## src/rtl/tick_timer_pkg.sv

```systemverilog
package tick_timer_pkg;
  // bit positions inside the arm and status words
  localparam int unsigned EN_BIT   = 31;
  localparam int unsigned MODE_BIT = 30;
  localparam int unsigned PEND_BIT = 30;
  localparam int unsigned ACK_BIT  = 30;

  // byte offsets of the two words
  localparam logic [7:0] ARM_OFS  = 8'h00;
  localparam logic [7:0] STAT_OFS = 8'h04;

  typedef enum logic [1:0] {
    SEL_NONE = 2'd0,
    SEL_ARM  = 2'd1,
    SEL_STAT = 2'd2
  } word_sel_e;
endpackage

```

## src/rtl/tick_timer_bus.sv

```systemverilog
module tick_timer_bus
  import tick_timer_pkg::*;
#(
  parameter int unsigned ADDR_W = 8,
  parameter int unsigned DATA_W = 32,
  parameter int unsigned CNT_W  = 29
) (
  input  logic              clk,
  input  logic              rst_n,
  input  logic              bus_sel,
  input  logic              bus_we,
  input  logic [ADDR_W-1:0] bus_addr,
  input  logic [DATA_W-1:0] bus_wdata,
  output logic [DATA_W-1:0] bus_rdata,
  output logic              arm_wr,
  output logic              arm_en,
  output logic              arm_periodic,
  output logic [CNT_W-1:0]  arm_value,
  output logic              ack_wr,
  input  logic              run,
  input  logic              periodic,
  input  logic [CNT_W-1:0]  reload,
  input  logic [CNT_W-1:0]  count,
  input  logic              pend
);
  word_sel_e wsel;

  always_comb begin
    if (!bus_sel)
      wsel = SEL_NONE;
    else if (bus_addr == ADDR_W'(ARM_OFS))
      wsel = SEL_ARM;
    else if (bus_addr == ADDR_W'(STAT_OFS))
      wsel = SEL_STAT;
    else
      wsel = SEL_NONE;
  end

  assign arm_wr       = bus_we && (wsel == SEL_ARM);
  assign ack_wr       = bus_we && (wsel == SEL_STAT) && bus_wdata[ACK_BIT];
  assign arm_en       = bus_wdata[EN_BIT];
  assign arm_periodic = bus_wdata[MODE_BIT];
  assign arm_value    = bus_wdata[CNT_W-1:0];

  always_comb begin
    bus_rdata = '0;
    case (wsel)
      SEL_ARM: begin
        bus_rdata[EN_BIT]    = run;
        bus_rdata[MODE_BIT]  = periodic;
        bus_rdata[CNT_W-1:0] = reload;
      end
      SEL_STAT: begin
        bus_rdata[PEND_BIT]  = pend;
        bus_rdata[CNT_W-1:0] = count;
      end
      default: bus_rdata = '0;
    endcase
  end


  idle_read_zero_chk: assert property (@(posedge clk) disable iff (!rst_n)
    !bus_sel |-> bus_rdata == '0);
endmodule

```

## src/rtl/tick_timer_count.sv

```systemverilog
module tick_timer_count #(
  parameter int unsigned CNT_W = 29
) (
  input  logic             clk,
  input  logic             rst_n,
  input  logic             tick,
  input  logic             arm_wr,
  input  logic             arm_en,
  input  logic             arm_periodic,
  input  logic [CNT_W-1:0] arm_value,
  output logic             run,
  output logic             periodic,
  output logic [CNT_W-1:0] reload,
  output logic [CNT_W-1:0] count,
  output logic             expire
);
  logic step;
  logic at_zero;

  assign step    = run && tick && !arm_wr;
  assign at_zero = (count == '0);
  assign expire  = step && at_zero;

  always_ff @(posedge clk or negedge rst_n) begin
    if (!rst_n) begin
      run      <= 1'b0;
      periodic <= 1'b0;
      reload   <= '0;
      count    <= '0;
    end else if (arm_wr) begin
      run      <= arm_en;
      periodic <= arm_periodic;
      reload   <= arm_value;
      count    <= arm_value;
    end else if (step) begin
      if (at_zero) begin
        if (periodic) count <= reload;
        else          run   <= 1'b0;
      end else begin
        count <= count - 1'b1;
      end
    end
  end


  dec_one_chk: assert property (@(posedge clk) disable iff (!rst_n)
    (run && tick && !arm_wr && count != '0) |=> count == $past(count) - 1'b1);

  idle_hold_chk: assert property (@(posedge clk) disable iff (!rst_n)
    (!run && !arm_wr) |=> $stable(count) && !run);

  oneshot_stop_chk: assert property (@(posedge clk) disable iff (!rst_n)
    (expire && !periodic) |=> !run && count == '0);

  periodic_reload_chk: assert property (@(posedge clk) disable iff (!rst_n)
    (expire && periodic) |=> run && count == $past(reload));

  write_wins_chk: assert property (@(posedge clk) disable iff (!rst_n)
    arm_wr |=> count == $past(arm_value) && run == $past(arm_en));
endmodule

```

## src/rtl/tick_timer_irq.sv

```systemverilog
module tick_timer_irq (
  input  logic clk,
  input  logic rst_n,
  input  logic expire,
  input  logic ack_wr,
  output logic pend
);
  always_ff @(posedge clk or negedge rst_n) begin
    if (!rst_n)      pend <= 1'b0;
    else if (expire) pend <= 1'b1;
    else if (ack_wr) pend <= 1'b0;
  end


  expiry_sets_chk: assert property (@(posedge clk) disable iff (!rst_n)
    expire |=> pend);

  level_hold_chk: assert property (@(posedge clk) disable iff (!rst_n)
    (pend && !ack_wr) |=> pend);

  ack_clear_chk: assert property (@(posedge clk) disable iff (!rst_n)
    (ack_wr && !expire) |=> !pend);
endmodule

```

## src/rtl/tick_timer.sv

```systemverilog
module tick_timer #(
  parameter int unsigned ADDR_W = 8,
  parameter int unsigned DATA_W = 32,
  parameter int unsigned CNT_W  = 29
) (
  input  logic              clk,
  input  logic              rst_n,
  input  logic              bus_sel,
  input  logic              bus_we,
  input  logic [ADDR_W-1:0] bus_addr,
  input  logic [DATA_W-1:0] bus_wdata,
  output logic [DATA_W-1:0] bus_rdata,
  input  logic              tick,
  output logic              irq
);
  logic             arm_wr, arm_en, arm_periodic, ack_wr;
  logic [CNT_W-1:0] arm_value, reload, count;
  logic             run, periodic, expire, pend;

  tick_timer_bus #(.ADDR_W(ADDR_W), .DATA_W(DATA_W), .CNT_W(CNT_W)) u_bus (
    .clk(clk), .rst_n(rst_n),
    .bus_sel(bus_sel), .bus_we(bus_we), .bus_addr(bus_addr),
    .bus_wdata(bus_wdata), .bus_rdata(bus_rdata),
    .arm_wr(arm_wr), .arm_en(arm_en), .arm_periodic(arm_periodic),
    .arm_value(arm_value), .ack_wr(ack_wr),
    .run(run), .periodic(periodic), .reload(reload), .count(count), .pend(pend)
  );

  tick_timer_count #(.CNT_W(CNT_W)) u_count (
    .clk(clk), .rst_n(rst_n), .tick(tick),
    .arm_wr(arm_wr), .arm_en(arm_en), .arm_periodic(arm_periodic),
    .arm_value(arm_value),
    .run(run), .periodic(periodic), .reload(reload), .count(count),
    .expire(expire)
  );

  tick_timer_irq u_irq (
    .clk(clk), .rst_n(rst_n), .expire(expire), .ack_wr(ack_wr), .pend(pend)
  );

  assign irq = pend;


  reset_quiet_chk: assert property (@(posedge clk) disable iff (!rst_n)
    $rose(irq) |-> $past(run));
endmodule

```

## config.mk

```make
export PLATFORM = sky130hd
export DESIGN_NAME = tick_timer
export DESIGN_NICKNAME = d
export VERILOG_FILES = /design/src/rtl/tick_timer_pkg.sv /design/src/rtl/tick_timer_bus.sv /design/src/rtl/tick_timer_count.sv /design/src/rtl/tick_timer_irq.sv /design/src/rtl/tick_timer.sv
export SDC_FILE = /design/constraint.sdc
export NUM_CORES = 1
export LEC_CHECK = 0
export ABC_AREA = 1
export ABC_CLOCK_PERIOD_IN_PS = 2290
export BUFFER_PORTS_ARGS = -buffer_cell sky130_fd_sc_hd__buf_2
export CORE_ASPECT_RATIO = 1.4
export CORE_MARGIN = 1
export CORE_UTILIZATION = 45
export DETAILED_ROUTE_END_ITERATION = 7
export GPL_ROUTABILITY_DRIVEN = 0
export PLACE_DENSITY = 0.67
export SYNTH_ARGS = -nofsm -noshare
export SYNTH_HDL_FRONTEND = slang
export SYNTH_SLANG_ARGS = --single-unit
```

## constraint.sdc

```tcl
create_clock -name clk -period 2.29 [get_ports clk]
set_clock_uncertainty 0.05 [all_clocks]
set_input_delay 0.229 -clock clk [delete_from_list [all_inputs] [get_ports clk]]
set_output_delay 0.229 -clock clk [all_outputs]
set_load 0.005 [all_outputs]
```

==> metrics, run 1 <==
outcome=finished clean; CP arrival=approximately 2300 ps; largest family of logic cells by synthesized area=simple AND/OR/NAND/NOR gates; Buffers on Ports=75; TritonCTS clock tree=built; ANT nets after route=0; Pre-Repair DR Iteration Count=5; relative slew slack=59.65%; first-pass GRT wire length=~18000 um; Seq/Total Area, Yosys=a little under two fifths; Hold WC Path Type=in2reg; row count=40; Die Area=9474 um2; XOR/XNOR Fraction of Synth Area=~4.5%; cells on worst reg2reg path=13; class of the most critical setup path=reg2reg; crit path time final=around 2100 ps; area leader, netlist=dfrtp_1; antenna violations before repair=0; RSZ-0062 raised after global routing=no; Leak Pwr=between 2 and 3 nW; Max clock buf depth=2; Filler cells=~960; DP Area=around 4500 um2; Yosys cell types=28; Setup crit start=u_count.count[1]$_DFFE_PN0P_; final worst path period share=91.72%; Clk Latency, worst-skew pair=~340 ps; synthesized instance count=~630; DR iter-0 viols=~220; WL/cell=about 13 um; Ports=between 70 and 80; dpl hpwl=7670 um; flop and latch count out of synthesis=between 60 and 70; Max Fanout on Critical Path=22; Worst VDD drop=roughly 440 uV; CTS sink cnt=61; Cell Area, Synth=4088 um2; GRT overflow=0; vias per inst=5.068; CTS Root Cell=clkbuf_16; post-route setup TNS=0 ps; critical path capture point type=flip-flop; # DRC=0; max-cap violation count=0; hold_sp=bus_wdata[31]; reg2reg start=u_count.count[1]$_DFFE_PN0P_; Worst setup SP type=flip-flop; final hold vios=0; largest net degree at the start of global routing=47; ratio of cells with drive above 1 in the final layout=approximately 17%; Synth top area share=between 30% and 40%; Critical Path RT=2510 ps; Num CTS Buffers=9; final core utilization=55.40%; Finish-stage setup viols=0; CTS resizes=0; Post-Route WL=around 11000 um; power after layout=2.531 mW; syn_area_per_cell=between 6 and 7 um2; vias=4110; Hold Path Stages=3; P&R area growth vs syn=18.03%; Final nets=between 700 and 800; final instance area=a little under 5000 um2; CTS HTree Levels=3; Compound-Gate Fraction of Synth Area=around 11%; register clock-pin slew on the reported worst setup and hold paths=about 50 ps; die boundary width=about 83 um; Post-CTS Setup Repair Bufs=0; vias in the first global route=around 3900; Synth area leaders=dfrtp_1 (37%), nand2_1 (23%), o21ai_0 (9.7%); area share of fa/ha/maj cells after synthesis=0.3061%; Slew Limit Fails=0; total track usage=approximately a quarter; Core Area=between 8000 and 9000 um2; initial core utilization=a little under half; cell area power density=approximately 520 nW/um2; Slew @ Worst Pin=roughly 600 ps; R2R setup slack=about 190 ps; Peak Freq=between 400 and 500 MHz; die height=114.8 um; Inserted Diodes=0; Hold Path Sink=u_count.run$_DFFE_PN0P_; Post-Syn Nets=a little under 700; reg-to-reg endpoint=u_count.count[8]$_DFFE_PN0P_; Synth Area in Simple Gates=between 30% and 40%; mux cell area share after synthesis=0%; Syn. warnings=0
-- cell usage after synthesis, drive strengths merged --
cell type,n
nand2,255
o21ai,85
inv,66
dfrtp,61
nor2,58
nand3,45
xor2,21
buf,15
clkbuf,15
nand4,4
a21oi,1
a31oi,1
conb,1
ha,1
nor3,1
o22ai,1
o31ai,1
-- cell usage in the layout (no fill, tap or decap) --
| cell | n |
|---|---|
| a21oi_1 | 1 |
| a31oi_1 | 1 |
| buf_12 | 1 |
| buf_2 | 75 |
| buf_4 | 13 |
| clkbuf_1 | 1 |
| clkbuf_16 | 9 |
| clkbuf_8 | 2 |
| clkinv_2 | 2 |
| conb_1 | 1 |
| dfrtp_1 | 61 |
| dlygate4sd3_1 | 1 |
| ha_1 | 1 |
| inv_1 | 64 |
| inv_2 | 2 |
| nand2_1 | 251 |
| nand2_2 | 1 |
| nand2_4 | 3 |
| nand3_1 | 44 |
| nand3_2 | 1 |
| nand4_1 | 4 |
| nor2_1 | 53 |
| nor2_2 | 2 |
| nor2_4 | 3 |
| nor3_1 | 1 |
| o21ai_0 | 79 |
| o21ai_1 | 3 |
| o21ai_2 | 3 |
| o22ai_1 | 1 |
| o31ai_1 | 1 |
| xor2_1 | 21 |
-- layer usage --
layer	routed length [um]	global-route usage [%]
met1	4441	28.98
met2	5611	44.74
met3	417	3.413
met4	295	13.45
met5	0	0
-- flip-flops by register name, summed over array words and instances, names as in the netlist --
name,count
u_count.periodic,1
u_irq.pend,1
u_count.run,1
u_count.count,29
u_count.reload,29
-- kinds of logic after synthesis --
family | count (synthesis)
compound gates | 89
other cells | 1
buf+inv | 96
simple gates | 363
flops | 61
xor+xnor | 21
fa+ha+maj | 1
-- how the worst max path moves through the flow --
stage / end / slack (ps)
final: u_count.count[8]$_DFFE_PN0P_ / 190
after global routing: u_count.count[8]$_DFFE_PN0P_ / 30
after CTS: u_count.count[8]$_DFFE_PN0P_ / 190
after detailed placement: u_count.count[8]$_DFFE_PN0P_ / 210
after global placement: u_count.count[26]$_DFFE_PN0P_ / 250
after floorplan: u_count.count[13]$_DFFE_PN0P_ / 470
-- area by class of cell --
class	count	area, um2	share of cell area [%]
multi-input cells	475	2150	44.55
flip-flops and latches	61	1526	31.64
repair buffers	90	503.0	10.43
clock buffers	12	256.5	5.316
inverters	66	247.7	5.135
well taps	105	131.4	2.723
clock inverters	2	10.01	0.2075
-- worst max-delay path: stages, from the launching register on --
cell and delay, ps:
dfrtp_1 400, inv_1 90, ha_1 200, nand2_2 100
nor2_4 210, nand2_4 100, nor2_4 160, nand2_4 70
buf_4 230, o21ai_0 120, nand2_1 90, nand2_1 70
nand2_1 50, nand2_1 90
-- stage by stage --
step	hold WS [ps]	std cells	worst slack [ps]
after floorplan	-116.6	632	472.6
after global placement	170.6	796	245.6
after detailed placement	177.1	796	208.4
after CTS	44.08	811	191.5
after global routing	76.68	811	27.99
final	51.06	811	189.5
-- repair_timing --
item,in CTS,in global routing
hold buffers,1,0
endpoints found under the setup margin,0,0
endpoints found under the hold margin,17,0
-- report_power, final --
part / internal, mW / switching [mW]
combinational: 0.0733 / 0.114
sequential: 1.10 / 0.0131
clock: 0.773 / 0.457
(Power assumes the default switching activity.)
==> inputs of run 2 (changes only) <==
REMOVE_ABC_BUFFERS = 1   (was unset)
==> run 2 against run 1 <==
Effect of this change: critical path type unchanged; final cell count up 0.12%; hold slack worse by 8.0 ps; total power up 1.8%; maximum frequency down 0.46%; sequential power about the same; die area unchanged; non-clock buffer count unchanged; critical path depth unchanged; highest routed layer unchanged; via count up 0.54%; wire length up 0.40%; global-route usage up 0.16 points; first-iteration DRC count up 16%.
==> metrics, run 2 (synthesized netlist as in run 1, its figures left out) <==
outcome=finished clean; largest net degree at the start of global routing=57 (+21%); CTS sink cnt=61 (unchanged); vias=4132 (+0.54%); crit path time final=2110 ps (+9.652 ps); Slew @ Worst Pin=604.6 ps (+3.996 ps); Filler cells=896 (-6.6%); class of the most critical setup path=reg2reg; reg2reg start=u_count.count[0]$_DFFE_PN0P_; slack of the critical path=179.9 ps (-9.652 ps); die height=114.8 um (unchanged); max-cap violation count=0 (unchanged); Critical Path Sink=u_count.count[9]$_DFFE_PN0P_; # DRC=0 (unchanged); commonest non-fill, non-tap cell in the layout=nand2_1; ratio of cells with drive above 1 in the final layout=16.55% (-0.023 points); Max Fanout on Critical Path=19 (-14%); Die Area=9474 um2 (unchanged); Leak Pwr=2.712 nW (about the same); Regs by FF count=u_count.count x29, u_count.reload x29; dpl hpwl=7609 um (-0.79%); total track usage=25.48% (+0.16 points); GRT overflow=0 (unchanged); Slew Limit Fails=0 (unchanged); Ports=78 (unchanged); Inserted Diodes=0 (unchanged); row count=40 (unchanged); Pre-Repair DR Iteration Count=5 (unchanged); ANT nets after route=0 (unchanged); CTS HTree Levels=3 (unchanged); R2R setup slack=180 ps (about the same); Num CTS Buffers=9 (unchanged); cells on worst reg2reg path=13 (unchanged); Buffers on Ports=75 (unchanged); Peak Freq=473.9 MHz (-0.46%); post-route setup TNS=0 ps (unchanged); initial core utilization=46.94% (unchanged); Worst setup SP type=flip-flop; vias per inst=5.089 (+0.41%); Setup crit start=u_count.count[0]$_DFFE_PN0P_; P&R area growth vs syn=18.09% (about the same); Hold WS=43.08 ps (-7.977 ps); WL/cell=13.31 um (+0.28%); Core Area=8708 um2 (unchanged); vias in the first global route=3829 (-0.91%); register clock-pin slew on the reported worst setup and hold paths=50 ps (about the same); antenna violations before repair=0 (unchanged); Final Non-Filler Cells=812 (+0.12%); DR iter-0 viols=253 (+16%); Clk Latency, worst-skew pair=340 ps (about the same); CP arrival=2340 ps (+20 ps); Finish-stage setup viols=0 (unchanged); first-pass GRT wire length=18170 um (+2.2%); final worst path period share=92.14% (+0.42 points); critical path capture point type=flip-flop; RSZ-0062 raised after global routing=no; Post-Place Worst Slack=183.9 ps (-24.49 ps); Post-Route WL=10810 um (+0.40%); DP Area=4536 um2 (-0.28%); most frequent cells in the layout=nand2_1 (251), o21ai_0 (79), buf_2 (75); Critical Path RT=2520 ps (about the same); Final nets=749 (unchanged); Worst VDD drop=403.1 uV (-8.0%); final instance area=4827 um2 (about the same); placed insts=796 (unchanged); cell area power density=533.9 nW/um2 (+1.8%); relative slew slack=59.70% (about the same); Hold WC Path Type=in2reg; TritonCTS clock tree=built; Max clock buf depth=2 (unchanged); reg-to-reg endpoint=u_count.count[9]$_DFFE_PN0P_; CTS Root Cell=clkbuf_16; die boundary width=82.55 um (unchanged); final hold vios=0 (unchanged)
==> run 2: cell types whose count changed in the layout (fill, tap and decap cells not counted), sizes merged <==
cell / before / now
clkbuf: 12 / 14
clkinv: 2 / 1
==> run 2: per-layer routing <==
| layer | global-route usage (%) | vias up | wire length [um] |
|---|---|---|---|
| li1 | - | 2112 | - |
| met1 | 33.23 | 1895 | 4750 |
| met2 | 41.82 | 113 | 5360 |
| met3 | 5.159 | 12 | 507 |
| met4 | 8.506 | 0 | 190 |
| met5 | 0 | - | 0 |
==> run 2: report_power, final <==
group,switching (mW),internal (mW),leakage (nW)
clock network,0.467,0.812,0.139
logic,0.115,0.0711,1.72
registers,0.0122,1.10,0.849
==> run 2: critical path: stages, from the launching register on <==
cell	delay (ps)
dfrtp_1	380
inv_1	120
ha_1	250
nand2_2	100
nor2_4	180
nand2_4	90
nor2_4	150
nand2_4	80
buf_4	220
o21ai_0	90
nand2_1	80
nand2_1	80
nand2_1	70
nand2_1	90
==> run 2: what timing repair did <==
| action | in CTS | in global routing |
|---|---|---|
| endpoints found under the setup margin | 0 | 2 |
| gates resized for setup | 0 | 2 |
| hold buffers | 1 | 0 |
| hold endpoints to repair | 22 | 0 |
| buffers inserted | 0 | 0 |
==> run 2: metrics by stage <==
step           total power, mW  utilization, %
3_5_place_dp             1.316           52.08
4_1_cts                  2.597           55.40
2_1_floorplan            1.218               -
3_3_place_gp             1.311           52.08
5_1_grt                  2.668           55.43
6_report                 2.577           55.43
==> run 2: cell type report <==
cell class,instances,area (um2),share of cell area (%)
Clock buffer,14,274.0,5.677
Clock inverter,1,5.005,0.1037
Inverter,66,250.2,5.184
Multi-Input combinational cell,475,2150,44.53
Sequential cell,61,1526,31.62
Tap cell,105,131.4,2.722
Timing Repair Buffer,90,490.5,10.16
==> run 2: worst min path at each step <==
stage | start | endpoint | slack, ps | cells after the start
global placement | rst_n | u_count.reload[2]$_DFFE_PN0P_ | 220 | 1
global route | bus_wdata[31] | u_count.run$_DFFE_PN0P_ | 50 | 3
CTS | bus_wdata[31] | u_count.run$_DFFE_PN0P_ | 40 | 3
detailed placement | rst_n | u_count.reload[3]$_DFFE_PN0P_ | 220 | 1
floorplan | rst_n | u_count.count[0]$_DFFE_PN0P_ | -120 | 0
finish | bus_wdata[30] | u_count.periodic$_DFFE_PN0P_ | 40 | 3
==> inputs of run 3 (changes only) <==
CORE_UTILIZATION = 56   (was 45)
PLACE_DENSITY = 0.81   (was 0.67)
==> run 3 against run 2 <==
Effect of this change: utilization is 12 points higher; clock-buffer cell count is 2 higher; sequential power hardly changed; non-clock buffer count is 1 lower; global-route usage is 3.5 points higher; largest cell class unchanged; sequential share of layout area is 0.73 points higher; die area is 19% lower.
==> metrics, run 3 (synthesized netlist as in run 1, its figures left out) <==
Final Non-Filler Cells=802 (-1.2%); GRT overflow=0 (unchanged); max-cap violation count=0 (unchanged); register clock-pin slew on the reported worst setup and hold paths=60 ps (about the same); Max Fanout on Critical Path=30 (+11); DR iter-0 viols=223 (-12%); Slew Limit Fails=0 (unchanged); outcome=finished clean; TritonCTS clock tree=built; Slew @ Worst Pin=556.4 ps (-48.21 ps); Finish-stage setup viols=0 (unchanged); CTS Root Cell=clkbuf_8; Peak Freq=484.6 MHz (+2.3%); cell area power density=469.6 nW/um2 (-12%); antenna violations before repair=0 (unchanged); die height=103.1 um (-10%); final hold vios=0 (unchanged); Num CTS Buffers=9 (unchanged); power after layout=2.216 mW (-14%); Setup crit start=u_count.count[0]$_DFFE_PN0P_; Hold WC Path Type=in2reg; initial core utilization=58.17% (+11 points); dpl hpwl=7048 um (-7.4%); class of the most critical setup path=reg2reg; Post-CTS Setup Repair Bufs=0 (unchanged); reg-to-reg endpoint=u_count.count[12]$_DFFE_PN0P_; CTS HTree Levels=3 (unchanged); R2R setup slack=230 ps (+50 ps); vias=4157 (+0.61%); # DRC=0 (unchanged); slack of the critical path=226.4 ps (+46.50 ps); P&R area growth vs syn=15.43%; Filler cells=659 (-26%); reg2reg start=u_count.count[0]$_DFFE_PN0P_; Inserted Diodes=0 (unchanged); placed insts=785 (-1.4%); most frequent cells in the layout=nand2_1 (251), o21ai_0 (79), buf_2 (75); largest net degree at the start of global routing=46 (-19%); Ports=78 (unchanged); final worst path period share=90.11% (-2.0 points); die boundary width=74.21 um (-10%); Buffers on Ports=75 (unchanged); commonest non-fill, non-tap cell in the layout=nand2_1; crit path time final=2064 ps (-46.50 ps); Post-Place Worst Slack=212.9 ps (+28.97 ps); Die Area=7650 um2 (-19%); final core utilization=67.15% (+12 points); Final nets=748 (-0.13%); DP Area=4516 um2 (-0.44%); relative slew slack=62.86% (+3.2 points); Regs by FF count=u_count.count x29, u_count.reload x29; Critical Path Sink=u_count.count[12]$_DFFE_PN0P_; vias in the first global route=3806 (-0.60%); Critical Path RT=2470 ps (-50 ps); WL/cell=12.54 um (-5.8%); total track usage=28.99% (+3.5 points); critical path capture point type=flip-flop; Worst VDD drop=416.4 uV (+3.3%); CP arrival=2250 ps (-90 ps); first-pass GRT wire length=16890 um (-7.0%); Max clock buf depth=2 (unchanged); Clk Latency, worst-skew pair=340 ps (about the same); CTS sink cnt=61 (unchanged); cells on worst reg2reg path=11 (-2); ANT nets after route=0 (unchanged); vias per inst=5.183 (+1.9%); RSZ-0062 raised after global routing=no; Worst setup SP type=flip-flop; area occupied by registers=1526 um2 (unchanged); final instance area=4718 um2 (-2.3%); ratio of cells with drive above 1 in the final layout=16.41% (-0.14 points); Leak Pwr=2.666 nW (-1.7%); Pre-Repair DR Iteration Count=5 (unchanged); Core Area=7027 um2 (-19%); multi-input logic area=2150 um2 (unchanged); row count=36 (-10%); Post-Route WL=10060 um (-7.0%)
## run 3: changes by cell type in the layout (fill, tap and decap cells not counted)
cell / previous run / this run
buf_4: 14 / 13
clkbuf_1: 2 / 3
clkbuf_16: 9 / 0
clkbuf_8: 3 / 13
clkinv_2: 1 / 0
## run 3: worst min path at each step
stage	start	endpoint	depth (start not counted)
after floorplan	rst_n	u_count.count[0]$_DFFE_PN0P_	0
after global placement	rst_n	u_count.reload[2]$_DFFE_PN0P_	2
after detailed placement	rst_n	u_count.reload[3]$_DFFE_PN0P_	2
after CTS	bus_wdata[31]	u_count.run$_DFFE_PN0P_	3
after global routing	bus_wdata[31]	u_count.run$_DFFE_PN0P_	3
final	bus_wdata[31]	u_count.run$_DFFE_PN0P_	3
## run 3: layer usage
metal  part of all wire (%)  routed length (um)  vias up  track usage, %
met4                    1.5                 149        0           12.57
met1                     44                4380     1907           36.10
met2                     50                4998      131           50.21
met5                      0                   0        -               0
li1                       -                   -     2104               -
met3                    5.2                 527       15           3.226
## run 3: worst max-delay path, cell delays in order (launching register included)
cell     delay [ps]
dfrtp_1         390
inv_1           130
ha_1            250
nand2_2         110
nor2_4          180
nand2_1          70
nor2_1          110
nand3_1          80
nand2_1         140
inv_2           240
nand2_1         150
nand2_1          60
## run 3: repair_timing
item | 4_1_cts | 5_1_grt
hold endpoints to repair | 61 | 0
endpoints found under the setup margin | 0 | 4
resized for setup | 0 | 2
hold buffers | 1 | 0
## run 3: area by class of cell
| type | instances | area share, % |
|---|---|---|
| Clock buffer | 16 | 4.031 |
| Sequential cell | 61 | 32.35 |
| Timing Repair Buffer | 89 | 10.24 |
| Multi-Input combinational cell | 475 | 45.56 |
| Tap cell | 95 | 2.519 |
| Inverter | 66 | 5.304 |
## run 3: per-stage QoR
step	hold WS, ps	TNS [ps]
after global routing	48.16	0
after CTS	27.04	0
after detailed placement	234.5	0
final	30.22	0
after floorplan	-116.6	-65000
after global placement	227.2	0
## run 3: report_power, final
part	internal [mW]	leakage [nW]	total [mW]	switching (mW)
combinational	0.0712	1.72	0.184	0.113
sequential	1.10	0.849	1.11	0.0119
clock	0.513	0.0970	0.921	0.408
